**src/rtl/fcd_pkg.sv**
```systemverilog
package fcd_pkg;

  typedef enum logic [3:0] {
    OP_RD_ARRAY  = 4'd0,
    OP_RD_ID     = 4'd1,
    OP_RD_STATUS = 4'd2,
    OP_CLR_STAT  = 4'd3,
    OP_PROGRAM   = 4'd4,
    OP_CHIP_ERS  = 4'd5,
    OP_SECT_ERS  = 4'd6,
    OP_PROTECT   = 4'd7,
    OP_UNPROTECT = 4'd8,
    OP_ABORT     = 4'd9
  } fcd_op_e;

  typedef enum logic [1:0] {
    SEL_ARRAY  = 2'd0,
    SEL_ID     = 2'd1,
    SEL_STATUS = 2'd2
  } fcd_sel_e;

  typedef enum logic [2:0] {
    ST_IDLE,
    ST_UNL1,
    ST_CMD,
    ST_EXT1,
    ST_EXT2,
    ST_EXT3
  } fcd_step_e;

  localparam logic [7:0] KEY_A      = 8'hAA;
  localparam logic [7:0] KEY_B      = 8'h55;
  localparam logic [7:0] CB_RESET   = 8'hF0;
  localparam logic [7:0] CB_ID      = 8'h90;
  localparam logic [7:0] CB_PROG    = 8'hA0;
  localparam logic [7:0] CB_ERS_SU  = 8'h80;
  localparam logic [7:0] CB_STATUS  = 8'h70;
  localparam logic [7:0] CB_CLEAR   = 8'h50;
  localparam logic [7:0] CB_PROT_SU = 8'h60;
  localparam logic [7:0] CB_ABORT   = 8'hE0;
  localparam logic [7:0] CB_CHIP    = 8'h10;
  localparam logic [7:0] CB_SECT    = 8'h30;
  localparam logic [7:0] CB_LOCK    = 8'h20;
  localparam logic [7:0] CB_UNLOCK  = 8'h40;
  localparam logic [7:0] CODE_MFR   = 8'hC2;
  localparam logic [7:0] CODE_DEV   = 8'hF6;

endpackage

```
**src/rtl/fcd_write_match.sv**
```systemverilog
module fcd_write_match #(
  parameter int MATCH_W = 15
) (
  input  logic [MATCH_W-1:0] low_addr,
  input  logic [7:0]         cmd_byte,
  output logic               at_magic_a,
  output logic               key_a_hit,
  output logic               key_b_hit
);
  import fcd_pkg::*;

  localparam logic [MATCH_W-1:0] MAGIC_A = MATCH_W'(15'h5555);
  localparam logic [MATCH_W-1:0] MAGIC_B = MATCH_W'(15'h2AAA);

  logic at_magic_b;

  always_comb begin
    at_magic_a = (low_addr == MAGIC_A);
    at_magic_b = (low_addr == MAGIC_B);
    key_a_hit  = at_magic_a && (cmd_byte == KEY_A);
    key_b_hit  = at_magic_b && (cmd_byte == KEY_B);
  end

endmodule

```
**src/rtl/fcd_seq_tracker.sv**
```systemverilog
module fcd_seq_tracker #(
  parameter int ADDR_W = 20,
  parameter int SECT_W = 5
) (
  input  logic               clk,
  input  logic               rst,
  input  logic               wr_en,
  input  logic [ADDR_W-1:0]  wr_addr,
  input  logic [7:0]         cmd_byte,
  input  logic               busy,
  output logic               req_valid,
  output fcd_pkg::fcd_op_e   req_op,
  output logic [SECT_W-1:0]  req_sector
);
  import fcd_pkg::*;

  localparam int MATCH_W = ADDR_W - SECT_W;

  fcd_step_e         step, step_nxt;
  logic              kind_prot, kind_nxt;
  logic              hit, accept;
  fcd_op_e           hit_op;
  logic              at_magic_a, key_a_hit, key_b_hit;
  logic [SECT_W-1:0] sect;
  logic              edge_sect;

  assign sect      = wr_addr[ADDR_W-1:MATCH_W];
  assign edge_sect = (sect == '0) || (sect == '1);

  fcd_write_match #(.MATCH_W(MATCH_W)) u_match (
    .low_addr  (wr_addr[MATCH_W-1:0]),
    .cmd_byte  (cmd_byte),
    .at_magic_a(at_magic_a),
    .key_a_hit (key_a_hit),
    .key_b_hit (key_b_hit)
  );

  always_comb begin
    step_nxt = step;
    kind_nxt = kind_prot;
    hit      = 1'b0;
    hit_op   = OP_RD_ARRAY;
    if (wr_en) begin
      step_nxt = ST_IDLE;
      case (step)
        ST_IDLE: if (key_a_hit) step_nxt = ST_UNL1;
        ST_UNL1: if (key_b_hit) step_nxt = ST_CMD;
        ST_CMD: begin
          if (at_magic_a) begin
            case (cmd_byte)
              CB_RESET:   begin hit = 1'b1; hit_op = OP_RD_ARRAY;  end
              CB_ID:      begin hit = 1'b1; hit_op = OP_RD_ID;     end
              CB_STATUS:  begin hit = 1'b1; hit_op = OP_RD_STATUS; end
              CB_CLEAR:   begin hit = 1'b1; hit_op = OP_CLR_STAT;  end
              CB_PROG:    begin hit = 1'b1; hit_op = OP_PROGRAM;   end
              CB_ABORT:   begin hit = 1'b1; hit_op = OP_ABORT;     end
              CB_ERS_SU:  begin step_nxt = ST_EXT1; kind_nxt = 1'b0; end
              CB_PROT_SU: begin step_nxt = ST_EXT1; kind_nxt = 1'b1; end
              default: ;
            endcase
          end
        end
        ST_EXT1: if (key_a_hit) step_nxt = ST_EXT2;
        ST_EXT2: if (key_b_hit) step_nxt = ST_EXT3;
        ST_EXT3: begin
          if (!kind_prot) begin
            if (at_magic_a && cmd_byte == CB_CHIP) begin
              hit = 1'b1; hit_op = OP_CHIP_ERS;
            end else if (cmd_byte == CB_SECT) begin
              hit = 1'b1; hit_op = OP_SECT_ERS;
            end
          end else if (edge_sect) begin
            if (cmd_byte == CB_LOCK) begin
              hit = 1'b1; hit_op = OP_PROTECT;
            end else if (cmd_byte == CB_UNLOCK) begin
              hit = 1'b1; hit_op = OP_UNPROTECT;
            end
          end
        end
        default: step_nxt = ST_IDLE;
      endcase
    end
  end

  assign accept = hit && (!busy || hit_op == OP_RD_STATUS || hit_op == OP_ABORT);

  always_ff @(posedge clk) begin
    if (rst) begin
      step       <= ST_IDLE;
      kind_prot  <= 1'b0;
      req_valid  <= 1'b0;
      req_op     <= OP_RD_ARRAY;
      req_sector <= '0;
    end else begin
      step      <= step_nxt;
      kind_prot <= kind_nxt;
      req_valid <= accept;
      if (accept) begin
        req_op     <= hit_op;
        req_sector <= sect;
      end
    end
  end


  pulse_one_cycle_chk: assert property (@(posedge clk) disable iff (rst)
    req_valid |=> !req_valid);


  req_from_write_chk: assert property (@(posedge clk) disable iff (rst)
    req_valid |-> $past(wr_en));


  prot_edge_sector_chk: assert property (@(posedge clk) disable iff (rst)
    (req_valid && (req_op == OP_PROTECT || req_op == OP_UNPROTECT))
      |-> (req_sector == '0 || req_sector == '1));


  busy_filter_chk: assert property (@(posedge clk) disable iff (rst)
    (req_valid && $past(busy)) |-> (req_op == OP_RD_STATUS || req_op == OP_ABORT));

endmodule

```
**src/rtl/fcd_read_path.sv**
```systemverilog
module fcd_read_path #(
  parameter int DATA_W = 16
) (
  input  logic              clk,
  input  logic              rst,
  input  logic              req_valid,
  input  fcd_pkg::fcd_op_e  req_op,
  input  logic              rd_word_lsb,
  output fcd_pkg::fcd_sel_e rd_sel,
  output logic [DATA_W-1:0] id_data
);
  import fcd_pkg::*;

  localparam int PAD_W = DATA_W - 8;

  always_ff @(posedge clk) begin
    if (rst) begin
      rd_sel <= SEL_ARRAY;
    end else if (req_valid) begin
      case (req_op)
        OP_RD_ARRAY:  rd_sel <= SEL_ARRAY;
        OP_RD_ID:     rd_sel <= SEL_ID;
        OP_RD_STATUS,
        OP_PROGRAM,
        OP_CHIP_ERS,
        OP_SECT_ERS,
        OP_PROTECT,
        OP_UNPROTECT: rd_sel <= SEL_STATUS;
        default:      rd_sel <= rd_sel;
      endcase
    end
  end

  always_ff @(posedge clk) begin
    if (rst) id_data <= '0;
    else     id_data <= {{PAD_W{1'b0}}, (rd_word_lsb ? CODE_DEV : CODE_MFR)};
  end


  array_select_chk: assert property (@(posedge clk) disable iff (rst)
    (req_valid && req_op == OP_RD_ARRAY) |=> rd_sel == SEL_ARRAY);


  keep_select_chk: assert property (@(posedge clk) disable iff (rst)
    (req_valid && (req_op == OP_CLR_STAT || req_op == OP_ABORT)) |=> $stable(rd_sel));


  engine_status_chk: assert property (@(posedge clk) disable iff (rst)
    (req_valid && (req_op == OP_PROGRAM || req_op == OP_SECT_ERS || req_op == OP_CHIP_ERS))
      |=> rd_sel == SEL_STATUS);

endmodule

```
**src/rtl/flash_cmd_decoder.sv**
```systemverilog
module flash_cmd_decoder #(
  parameter int ADDR_W = 20,
  parameter int DATA_W = 16,
  parameter int SECT_W = 5
) (
  input  logic              clk,
  input  logic              rst,
  input  logic              wr_en,
  input  logic [ADDR_W-1:0] wr_addr,
  input  logic [DATA_W-1:0] wr_data,
  input  logic              busy,
  input  logic              rd_word_lsb,
  output logic              req_valid,
  output logic [3:0]        req_op,
  output logic [SECT_W-1:0] req_sector,
  output logic [1:0]        rd_sel,
  output logic [DATA_W-1:0] id_data
);
  import fcd_pkg::*;

  fcd_op_e  op_q;
  fcd_sel_e sel_q;
  logic     unused_hi_byte;

  assign unused_hi_byte = ^wr_data[DATA_W-1:8];

  fcd_seq_tracker #(.ADDR_W(ADDR_W), .SECT_W(SECT_W)) u_track (
    .clk       (clk),
    .rst       (rst),
    .wr_en     (wr_en),
    .wr_addr   (wr_addr),
    .cmd_byte  (wr_data[7:0]),
    .busy      (busy),
    .req_valid (req_valid),
    .req_op    (op_q),
    .req_sector(req_sector)
  );

  fcd_read_path #(.DATA_W(DATA_W)) u_rdp (
    .clk        (clk),
    .rst        (rst),
    .req_valid  (req_valid),
    .req_op     (op_q),
    .rd_word_lsb(rd_word_lsb),
    .rd_sel     (sel_q),
    .id_data    (id_data)
  );

  assign req_op = op_q;
  assign rd_sel = sel_q;

endmodule

```
**config.mk**
```make
export PLATFORM = sky130hd
export DESIGN_NAME = flash_cmd_decoder
export DESIGN_NICKNAME = d
export VERILOG_FILES = /design/src/rtl/fcd_pkg.sv /design/src/rtl/fcd_write_match.sv /design/src/rtl/fcd_seq_tracker.sv /design/src/rtl/fcd_read_path.sv /design/src/rtl/flash_cmd_decoder.sv
export SDC_FILE = /design/constraint.sdc
export NUM_CORES = 1
export LEC_CHECK = 0
export CAP_MARGIN = 10
export CORE_MARGIN = 10
export CORE_UTILIZATION = 44
export CTS_CLUSTER_SIZE = 30
export DETAILED_ROUTE_END_ITERATION = 6
export PLACE_DENSITY = 0.86
export SYNTH_ARGS = -nofsm -noshare
export SYNTH_HDL_FRONTEND = slang
export SYNTH_SLANG_ARGS = --single-unit
```
**constraint.sdc**
```tcl
create_clock -name clk -period 5.9 [get_ports clk]
set_input_delay 0.885 -clock clk [delete_from_list [all_inputs] [get_ports clk]]
set_output_delay 0.885 -clock clk [all_outputs]
set_load 0.05 [all_outputs]
```
==> results.sh <==
export IMPL_setup_viol=0
export IMPL_final_max_slew_viol_count=0
export IMPL_ant_nets=0
export IMPL_fill_cells=290
export IMPL_synth_cell_types=50
export IMPL_chipWidth_um=77.0
export IMPL_leakagePower_nw=0.657
export IMPL_synth_top_area_share_pct=25.2
export IMPL_status="finished, final reports clean"
export IMPL_place_hpwl_um=3090
export IMPL_post_cts_setup_buffers=0
export IMPL_synth_area_leader_cell="dfxtp_1"
export IMPL_rr_startpoint="u_track.step[1]"
export IMPL_num_rows=20
export IMPL_rrSetupSlack_ns=2.92
export IMPL_clock_latency_ns=0.29
export IMPL_p_int_w=0.000190
export IMPL_cts_buffers=3
export IMPL_tightest_slew_ns=1.02
export IMPL_cellPowerDensity_nw_per_um2=140
export IMPL_initial_core_util_pct=46.4
export IMPL_cts_tree="done"
export IMPL_antenna_found_initial=0
export IMPL_netlist_instances=179
export IMPL_cp_max_fo=5
export IMPL_hold_viol=0
export IMPL_root_buffer="clkbuf_4"
export IMPL_synth_top_cells_by_area="dfxtp_1 (25%), buf_4 (7.9%), nand2_1 (7.1%), mux2i_1 (6.3%), nor4bb_1 (3.5%)"
export IMPL_yosysWarnings=0
export IMPL_r2r_end="u_track.req_sector[0]"
export IMPL_routedWlPerCell_um=14.0
export IMPL_peakVddDrop_uv=99.5
export IMPL_setup_worst_path_class="in -> reg"
export IMPL_htreeDepth=1
export IMPL_comb_power_share_pct=26.4
export IMPL_fp_dieArea_um2=5930
export IMPL_synth_edf_count=0
export IMPL_max_cap_violations=0
export IMPL_post_route_period_util_pct=68.2
export IMPL_syn_area_um2=1430
export IMPL_crit_path_end_kind="flip-flop"
export IMPL_required_ns=6.12
export IMPL_nets=264
export IMPL_seq_power_share_pct=45.8
export IMPL_post_route_min_period_ns=4.03
export IMPL_drcViolationCount=0
export IMPL_avgSynthCellArea_um2=7.98
export IMPL_vias=1411
export IMPL_dr_pass1_iters=4
export IMPL_rsz0062_at_grt="false"
export IMPL_vias_per_cell=5.30
export IMPL_grt_usage_pct=12.2
export IMPL_clock_sinks=18
export IMPL_startpoint="wr_data[1]"
export IMPL_ys_ff_latch=18
export IMPL_switching_share_pct=29.4
export IMPL_grt_pass1_wl_um=6390
export IMPL_maxSlewHeadroom_pct=32.0
export IMPL_cts_hold_buf=0
export IMPL_cp_endpoint="u_track.req_sector[0]"
export IMPL_hp_class="reg -> reg"
export IMPL_grt_pass1_vias=1408
export IMPL_wl_um=3730
export IMPL_seq_area_frac_synth_pct=25.2
export IMPL_switchingPower_w=0.0000792
export IMPL_drive_gt1_share_pct=6.31
export IMPL_fp_dieH_um=77.0
export IMPL_antenna_cells=0
export IMPL_core_area_um2=3080
export IMPL_grt_max_degree=17
export IMPL_io_pins=69
export IMPL_skew_ns=0.00104
export IMPL_clkPwrFrac_pct=27.8
export IMPL_fmax_ghz=0.248
export IMPL_cts_path_max_buffers=2
export IMPL_drt_iter0_drc=85
export IMPL_synth_async_reset_ratio_pct=0
export IMPL_port_buffers=50
export IMPL_fin_setup_tns_ns=0
export IMPL_grt_overflow_total=0
export IMPL_syn2layout_area_growth_pct=34.9
export IMPL_postCtsResizedCells=0
export IMPL_globalplace_congestion=0.871
export IMPL_crit_arrival_ns=4.25
export IMPL_reg2reg_depth=7
export IMPL_synth_ff_type="dfxtp_1"
export IMPL_path_clk_slew_ns=0.10
export IMPL_post_route_util_pct=62.6
export IMPL_critPathLaunchType="primary input"
power by group through the flow:
stage | clock [W] | combinational [W] | sequential (W)
2_1_floorplan | 0 | 0.0000440 | 0.000129
3_3_place_gp | 0 | 0.0000704 | 0.000126
3_5_place_dp | 0 | 0.0000706 | 0.000126
4_1_cts | 0.0000773 | 0.0000708 | 0.000124
5_1_grt | 0.0000857 | 0.0000757 | 0.000124
6_report | 0.0000750 | 0.0000711 | 0.000124
logic make-up after synthesis:
group,count (synthesis),synth area share (%)
muxes,12,9.19
other,1,0.262
AOI/OAI and AO/OA,26,15.0
and+or+nand+nor,96,39.2
xor gates and xnor gates,1,0.613
DFF,18,25.2
buffers and inverters,25,10.5
metrics by stage:
step                      hold WS, ns  area, um2  total power (W)  worst slack, ns  cells
after floorplan                 0.470       1460         0.000173             2.70    188
after global placement          0.441       1890         0.000197             1.64    262
after detailed placement        0.458       1890         0.000197             1.57    262
after CTS                       0.472       1930         0.000272             1.88    266
after global routing            0.515       1930         0.000285             1.60    266
final                           0.462       1930         0.000270             1.87    266
how the worst min path moves through the flow:
stage,slack (ns),from,cells after the start,end
floorplan,0.47,u_track.step[2],2,u_track.step[2]
global placement,0.44,u_track.req_sector[0],2,u_track.req_sector[0]
detailed placement,0.46,u_track.req_sector[3],2,u_track.req_sector[3]
CTS,0.47,u_track.req_sector[3],2,u_track.req_sector[3]
global route,0.52,u_track.req_sector[0],2,u_track.req_sector[0]
finish,0.46,u_track.req_sector[3],2,u_track.req_sector[3]
final cells by class:
type	instances	area [um2]	area share, %
multi-input cells	145	952	49.4
flip-flops and latches	18	360	18.7
repair buffers	51	508	26.4
inverters	4	15.0	0.779
well taps	44	55.1	2.86
clock buffers	4	36.3	1.88
layout by cell type, fill, tap and decap left out, types with 3 or more instances in the layout:
master	n
nand2_1	27
nor2b_1	5
nand3_1	5
o21ai_0	3
clkdlybuf4s50_1	50
or3_1	3
clkbuf_4	3
nor3_1	4
nor4bb_1	5
dfxtp_1	18
nor2_1	13
nand4_1	3
o31ai_1	3
inv_1	4
conb_1	10
nand2b_1	6
mux2i_1	9
a21oi_1	5
nor4_1	3
sequential cells by signal (all words and copies together), names as in the netlist:
register,cells
u_rdp.id_data,2
u_rdp.rd_sel,2
u_track.kind_prot,1
u_track.req_op,4
u_track.req_sector,5
u_track.req_valid,1
u_track.step,3
synth_stat cells (all sizes together) (4+ instances only):
cell type  number
nand2          27
nor4bb          5
nor3            4
nand3           5
nor2b           5
nand2b          6
or3             4
mux2i           9
a21oi           5
buf            15
nor4            4
inv             4
clkbuf          6
nor2           13
dfxtp          18
metal layers:
layer,global-route usage [%],share of wire [%]
met1,14.4,41
met2,21.6,52
met3,4.43,6.5
met4,0.730,0
met5,0,0
worst max-delay path, cell delays in order:
cell and delay [ns]:
clkdlybuf4s50_1 0.47, or4_4 0.58, or3_4 0.40, a2111oi_4 0.39, o211ai_1 0.13, a222oi_1 0.89
buf_4 0.30, mux2i_1 0.20
(Power assumes the default switching activity.)
